$ cat src/rtl/acr_pkg.sv
package acr_pkg;
  typedef enum logic [2:0] {
    ST_IDLE,
    ST_P1_WAIT,
    ST_P1_END,
    ST_P2_WAIT,
    ST_P2_END,
    ST_LEADOUT,
    ST_FULL,
    ST_TIMEDOUT
  } rx_state_t;

  function automatic logic state_active(rx_state_t s);
    return (s == ST_P1_WAIT) || (s == ST_P1_END) ||
           (s == ST_P2_WAIT) || (s == ST_P2_END);
  endfunction
endpackage

$ cat src/rtl/acr_line_sync.sv
module acr_line_sync #(
  parameter int N_LINES = 2
) (
  input  logic               clk,
  input  logic               rst_n,
  input  logic [N_LINES-1:0] raw_in,
  output logic [N_LINES-1:0] level,
  output logic [N_LINES-1:0] fall,
  output logic               any_edge
);
  logic [N_LINES-1:0] prev;

  for (genvar i = 0; i < N_LINES; i++) begin : g_line
    logic meta, stable, last;
    always_ff @(posedge clk or negedge rst_n) begin
      if (!rst_n) begin
        meta   <= 1'b1;
        stable <= 1'b1;
        last   <= 1'b1;
      end else begin
        meta   <= raw_in[i];
        stable <= meta;
        last   <= stable;
      end
    end
    assign level[i] = stable;
    assign prev[i]  = last;
    assign fall[i]  = last & ~stable;
  end

  assign any_edge = |(level ^ prev);
endmodule

$ cat src/rtl/acr_timeout.sv
module acr_timeout #(
  parameter int TO_W = 16
) (
  input  logic            clk,
  input  logic            rst_n,
  input  logic            run,
  input  logic            restart,
  input  logic [TO_W-1:0] limit,
  output logic            expire
);
  logic [TO_W-1:0] idle_cnt;

  always_ff @(posedge clk or negedge rst_n) begin
    if (!rst_n)                       idle_cnt <= '0;
    else if (!run || restart)         idle_cnt <= '0;
    else if (idle_cnt != {TO_W{1'b1}}) idle_cnt <= idle_cnt + 1'b1;
  end

  assign expire = run && (idle_cnt >= limit);
endmodule

$ cat src/rtl/acr_byte_store.sv
module acr_byte_store #(
  parameter int DEPTH = 64,
  localparam int AW = $clog2(DEPTH),
  localparam int CW = $clog2(DEPTH + 1)
) (
  input  logic          clk,
  input  logic          rst_n,
  input  logic          clear,
  input  logic          bit_valid,
  input  logic          bit_val,
  input  logic          rd_en,
  input  logic [AW-1:0] rd_addr,
  output logic [7:0]    rd_data,
  output logic [CW-1:0] count,
  output logic          full
);
  logic [7:0] mem [DEPTH];
  logic [6:0] shreg;
  logic [2:0] nbits;
  logic       wr_en;

  assign full  = (count == CW'(DEPTH));
  assign wr_en = bit_valid && !clear && (nbits == 3'd7) && !full;

  always_ff @(posedge clk or negedge rst_n) begin
    if (!rst_n) begin
      shreg <= '0;
      nbits <= '0;
      count <= '0;
    end else if (clear) begin
      shreg <= '0;
      nbits <= '0;
      count <= '0;
    end else if (bit_valid) begin
      shreg <= {shreg[5:0], bit_val};
      nbits <= nbits + 3'd1;
      if (wr_en) count <= count + CW'(1);
    end
  end

  always_ff @(posedge clk) begin
    if (wr_en) mem[count[AW-1:0]] <= {shreg, bit_val};
  end

  always_ff @(posedge clk or negedge rst_n) begin
    if (!rst_n)     rd_data <= '0;
    else if (rd_en) rd_data <= mem[rd_addr];
  end

  AST_NO_OVERFLOW: assert property (@(posedge clk) disable iff (!rst_n)
    wr_en |-> (count < CW'(DEPTH))) else $error("write past buffer end");

  AST_COUNT_STABLE: assert property (@(posedge clk) disable iff (!rst_n)
    (!clear && !wr_en) |=> $stable(count)) else $error("count moved");
endmodule

$ cat src/rtl/acr_phase_fsm.sv
module acr_phase_fsm
  import acr_pkg::*;
(
  input  logic clk,
  input  logic rst_n,
  input  logic arm,
  input  logic abort,
  input  logic a_lvl,
  input  logic b_lvl,
  input  logic a_fall,
  input  logic b_fall,
  input  logic buf_full,
  input  logic expire,
  output logic bit_valid,
  output logic bit_val,
  output logic busy,
  output logic done,
  output logic ovf,
  output logic tmo
);
  rx_state_t st, nxt;

  always_comb begin
    nxt       = st;
    bit_valid = 1'b0;
    bit_val   = 1'b0;
    if (arm) begin
      nxt = ST_P1_WAIT;
    end else if (abort && state_active(st)) begin
      nxt = ST_IDLE;
    end else begin
      unique case (st)
        ST_P1_WAIT: begin
          if (a_fall) begin
            bit_valid = 1'b1;
            bit_val   = b_lvl;
            nxt       = ST_P1_END;
          end else if (expire) nxt = ST_TIMEDOUT;
        end
        ST_P1_END: begin
          if (a_lvl && !b_lvl) nxt = ST_LEADOUT;
          else if (b_lvl)      nxt = ST_P2_WAIT;
          else if (expire)     nxt = ST_TIMEDOUT;
        end
        ST_P2_WAIT: begin
          if (b_fall) begin
            bit_valid = 1'b1;
            bit_val   = a_lvl;
            nxt       = ST_P2_END;
          end else if (expire) nxt = ST_TIMEDOUT;
        end
        ST_P2_END: begin
          if (a_lvl)       nxt = buf_full ? ST_FULL : ST_P1_WAIT;
          else if (expire) nxt = ST_TIMEDOUT;
        end
        default: nxt = st;
      endcase
    end
  end

  always_ff @(posedge clk or negedge rst_n) begin
    if (!rst_n) st <= ST_IDLE;
    else        st <= nxt;
  end

  assign busy = state_active(st);
  assign done = (st == ST_LEADOUT);
  assign ovf  = (st == ST_FULL);
  assign tmo  = (st == ST_TIMEDOUT);

  AST_FLAGS_EXCLUSIVE: assert property (@(posedge clk) disable iff (!rst_n)
    $onehot0({done, ovf, tmo})) else $error("flags overlap");

  AST_DONE_STICKY: assert property (@(posedge clk) disable iff (!rst_n)
    (done && !arm) |=> done) else $error("done dropped");

  AST_LEADOUT_CAUSE: assert property (@(posedge clk) disable iff (!rst_n)
    $rose(done) |-> $past(a_lvl && !b_lvl && !abort)) else $error("bad lead-out");

  AST_ABORT_STOPS: assert property (@(posedge clk) disable iff (!rst_n)
    (abort && !arm && busy) |=> (!busy && !done && !ovf && !tmo)) else $error("abort ignored");

  AST_TIMEOUT_CAUSE: assert property (@(posedge clk) disable iff (!rst_n)
    $rose(tmo) |-> $past(expire)) else $error("timeout without expiry");
endmodule

$ cat src/rtl/acr_rx.sv
module acr_rx #(
  parameter int DEPTH = 64,
  parameter int TO_W  = 16,
  localparam int AW = $clog2(DEPTH),
  localparam int CW = $clog2(DEPTH + 1)
) (
  input  logic            clk,
  input  logic            rst_n,
  input  logic            line_a_in,
  input  logic            line_b_in,
  input  logic            arm,
  input  logic            abort,
  input  logic [TO_W-1:0] timeout_cycles,
  input  logic            rd_req_valid,
  output logic            rd_req_ready,
  input  logic [AW-1:0]   rd_req_addr,
  output logic            rd_rsp_valid,
  output logic [7:0]      rd_rsp_data,
  output logic [CW-1:0]   byte_count,
  output logic            busy,
  output logic            done_irq,
  output logic            overflow,
  output logic            timeout
);
  logic [1:0] lvl, fall;
  logic       any_edge, expire, bit_valid, bit_val, buf_full, rd_fire;

  acr_line_sync #(.N_LINES(2)) u_sync (
    .clk(clk), .rst_n(rst_n), .raw_in({line_b_in, line_a_in}),
    .level(lvl), .fall(fall), .any_edge(any_edge)
  );

  acr_timeout #(.TO_W(TO_W)) u_timeout (
    .clk(clk), .rst_n(rst_n), .run(busy), .restart(any_edge || arm),
    .limit(timeout_cycles), .expire(expire)
  );

  acr_phase_fsm u_fsm (
    .clk(clk), .rst_n(rst_n), .arm(arm), .abort(abort),
    .a_lvl(lvl[0]), .b_lvl(lvl[1]), .a_fall(fall[0]), .b_fall(fall[1]),
    .buf_full(buf_full), .expire(expire),
    .bit_valid(bit_valid), .bit_val(bit_val),
    .busy(busy), .done(done_irq), .ovf(overflow), .tmo(timeout)
  );

  assign rd_req_ready = !busy;
  assign rd_fire      = rd_req_valid && rd_req_ready;

  acr_byte_store #(.DEPTH(DEPTH)) u_store (
    .clk(clk), .rst_n(rst_n), .clear(arm),
    .bit_valid(bit_valid), .bit_val(bit_val),
    .rd_en(rd_fire), .rd_addr(rd_req_addr), .rd_data(rd_rsp_data),
    .count(byte_count), .full(buf_full)
  );

  always_ff @(posedge clk or negedge rst_n) begin
    if (!rst_n) rd_rsp_valid <= 1'b0;
    else        rd_rsp_valid <= rd_fire;
  end

  AST_RSP_AFTER_ACCEPT: assert property (@(posedge clk) disable iff (!rst_n)
    rd_rsp_valid |-> $past(rd_req_valid && !busy)) else $error("stray response");

  AST_BUSY_REFUSES: assert property (@(posedge clk) disable iff (!rst_n)
    (rd_req_valid && busy) |=> !rd_rsp_valid) else $error("read while busy");
endmodule

$ cat config.mk
export PLATFORM = sky130hd
export DESIGN_NAME = acr_rx
export DESIGN_NICKNAME = d
export VERILOG_FILES = /design/src/rtl/acr_pkg.sv /design/src/rtl/acr_line_sync.sv /design/src/rtl/acr_timeout.sv /design/src/rtl/acr_byte_store.sv /design/src/rtl/acr_phase_fsm.sv /design/src/rtl/acr_rx.sv
export SDC_FILE = /design/constraint.sdc
export NUM_CORES = 1
export LEC_CHECK = 0
export BUFFER_PORTS_ARGS = -buffer_cell sky130_fd_sc_hd__buf_2
export CORE_MARGIN = 4
export CORE_UTILIZATION = 67
export CTS_BUF_LIST = sky130_fd_sc_hd__clkbuf_16
export DETAILED_ROUTE_END_ITERATION = 10
export GPL_TIMING_DRIVEN = 0
export PLACE_DENSITY = 0.91
export SLEW_MARGIN = 20
export SYNTH_ARGS = -nofsm -noshare
export SYNTH_HDL_FRONTEND = slang
export SYNTH_HIERARCHICAL = 1
export SYNTH_SLANG_ARGS = --single-unit
$ cat constraint.sdc
create_clock -name clk -period 9.4 [get_ports clk]
set_input_delay 0 -clock clk [delete_from_list [all_inputs] [get_ports clk]]
set_output_delay 0 -clock clk [all_outputs]
set_load 0.005 [all_outputs]
==> impl_metrics.ini <==
[synth]
synth_area_leader_cell = edfxtp_1
netlist_instances = 1219
synth_top_cells_by_area = edfxtp_1 (67%), mux4_2 (12%), dfrtp_1 (4.9%)
yosysTopAreaCellShare = 0.6728
asyncSetResetFlopFracSynth = 0.09059
synth_enable_flop_cells = 512
yosysWarnings = 6
postSynthNetCount = 1271
synthesis.area_per_instance_um2 = 18.75
synth_cell_type_count = 58
synth-seq-cells = 563
synth_area_mm2 = 0.02285
synth.yosys.seq_area_share = 0.7290
ys_dominant_reg_cell = edfxtp_1

[setup_path]
critical_path_arrival_ps = 4090
rrSetupSlack_ps = 5500
cp.required_ps = 9590
critical_path.max_fanout = 10
timing_worst_setup_path_type = register to register
critical_path.startpoint_type = register
worst_r2r_startpoint = u_fsm/st[2]$_DFFE_PN0P_
rr_worst_depth = 8
worst_setup_path_startpoint = u_fsm/st[2]$_DFFE_PN0P_
r2r_end = u_store/mem[7][7]$_DFFE_PP_
setup.worst_path.end_class = register

[timing]
final-max-slew-violation-count = 0
setup_repair_after_global_routing_missed_its_margin = false
fin_crit_share = 0.4145
finalHoldViolations = 0
post-route-min-period_ps = 3896
fin_tns_setup_ps = 0
slew-limit-headroom = 0.3664
final.setup_skew_ps = 11.02
tightest_slew_ps = 946.9
timing.final.setup_violations = 0
fmax_mhz = 256.7

[clock_network]
postCtsResizedCells = 0
cts.path.max_buffers = 3
postCtsSetupBuffers = 0
cts_sinks = 563
ctsRootBufferMaster = clkbuf_16
cts_htree_levels = 2
cts_hold_repair.buffers = 7
tritoncts = yes
clk_pin_slew_ps = 60
clk_latency_ps = 570
tritoncts.num_buffers = 53

[die]
i_o_pins = 50
floorplan.initialDensity = 0.6798
floorplan.die.width_um = 192.7
placeableCoreArea_mm2 = 0.03362
num_rows = 67
area_enclosed_by_the_die_boundary_mm2 = 0.03713
fp.dieH_um = 192.7

[grt]
grt_start_max_net_pins = 52
first_pass_grt_wire_length_um = 83500
number_of_global_route_vias_before_repair = 13110
gr-total-overflow = 0
grt_util_all_layers = 0.3076
grt_antenna_before_repair = 0

[final_layout]
drive_above_1_share = 0.2455
stdcell_area_mm2 = 0.02565
finish.cell_count_without_fillers = 1825
layout.nets = 1388
insertedDiodeCount = 0
final_common_cell = edfxtp_1
flow.area_growth_from_synthesis_pct = 12.26
commonest_non_fill_non_tap_cells_in_the_layout = edfxtp_1 (512), mux4_2 (120), nor2_1 (103)

[place]
port_buffers = 46
dp_hpwl_um = 33650
dpl-instance-area_mm2 = 0.02388
dpl.cell_count = 1722
routabilityCongestion = 0.8935

[drt]
wl_per_cell_um = 30.16
post_drt_via_cell_ratio = 6.969
postRouteWirelength_um = 55030
routed-via-count = 12720
drc = 0
route.antenna.remaining_nets = 0
number_of_detailed_route_iterations_in_the_first_pass = 6
initialDrtViolationCount = 1960

[power_and_ir_drop]
power_mw = 4.983
power_density_mw_per_mm2 = 194.2
max-vdd-ir-drop_v = 0.0001921
power_leakage_nw = 8.931

[worst_hold_path]
hold_path_class = input pin to async pin

[run_status]
status = complete, no violations

[run]
maxCapViolations = 0
-- cells in the mapped netlist (all sizes together) (20+ instances only) --
master / instances
clkbuf: 27
inv: 35
nand2: 25
nor2: 103
mux4: 120
mux2i: 52
buf: 37
ha: 23
dfrtp: 45
nand3: 20
edfxtp: 512
mux2: 32
-- through the flow --
stage / hold slack (ps) / utilization / worst slack, ps
2_1_floorplan: -295.6 / - / 6040
3_3_place_gp: 107.0 / 0.7033 / 3889
3_5_place_dp: 81.61 / 0.7105 / 5681
4_1_cts: 18.19 / 0.7632 / 5601
5_1_grt: 100.6 / 0.7632 / 5353
6_report: 13.67 / 0.7632 / 5504
-- critical path, cell delays in order, from the launching register on --
cell and delay (ps):
dfrtp_1 370, buf_6 140, or4b_4 550, nor2_1 160
and2_1 250, o31ai_1 160, nor3_1 420, nand3_1 630
nor2_1 850
-- power by group --
| part | switching, mW | internal, mW |
|---|---|---|
| logic | 0.0973 | 0.0645 |
| clock network | 0.890 | 1.21 |
| registers | 0.0128 | 2.70 |
-- area by class of cell --
class                           count  area, um2
Inverter                           35      131.4
Tap cell                          448      560.5
Buffer                             64      321.6
Clock buffer                       53       1326
Clock inverter                     43      375.4
Timing Repair Buffer               62      520.5
Fill cell                        1695       7961
Sequential cell                   563      16670
Multi-Input combinational cell    557       5752
-- worst max-delay path by stage --
stage,endpoint,slack [ps],depth (start not counted)
detailed placement,u_store/mem[7][0]$_DFFE_PP_,5680,8
finish,u_store/mem[7][7]$_DFFE_PP_,5500,8
global placement,u_store/mem[43][0]$_DFFE_PP_,3890,3
global route,u_store/mem[63][0]$_DFFE_PP_,5350,8
CTS,u_store/mem[39][0]$_DFFE_PP_,5600,8
floorplan,u_store/mem[0][0]$_DFFE_PP_,6040,3
-- registers in the layout, summed over array words and instances, names as in the netlist --
register and cells:
u_store/shreg 7, u_sync/g_line.stable 2, u_sync/g_line.meta 2, u_sync/g_line.last 2
u_store/rd_data 8, u_store/mem 512, u_fsm/st 3, u_timeout/idle_cnt 16
u_store/count 7, rd_rsp_valid 1, u_store/nbits 3
-- cell families (layout without fill, tap and decap cells) --
logic type | Yosys count | after routing | synth area share
adders and majority gates | 23 | 23 | 0.01259
buffers and inverters | 99 | 257 | 0.01982
and+or+nand+nor | 214 | 214 | 0.04490
muxes | 204 | 204 | 0.1568
AOI/OAI and AO/OA | 110 | 110 | 0.03460
xor gates and xnor gates | 6 | 6 | 0.002300
DFF | 563 | 563 | 0.7290
-- layer usage --
| layer | track usage | wire, um | up-vias |
|---|---|---|---|
| met2 | 0.5243 | 28400 | 938 |
| met1 | 0.4128 | 18960 | 6438 |
| met4 | 0.1029 | 2261 | 0 |
| met3 | 0.05101 | 5406 | 191 |
| met5 | 0 | 0 | - |
| li1 | - | - | 5152 |
No activity file was read; power rests on OpenSTA's default activity.
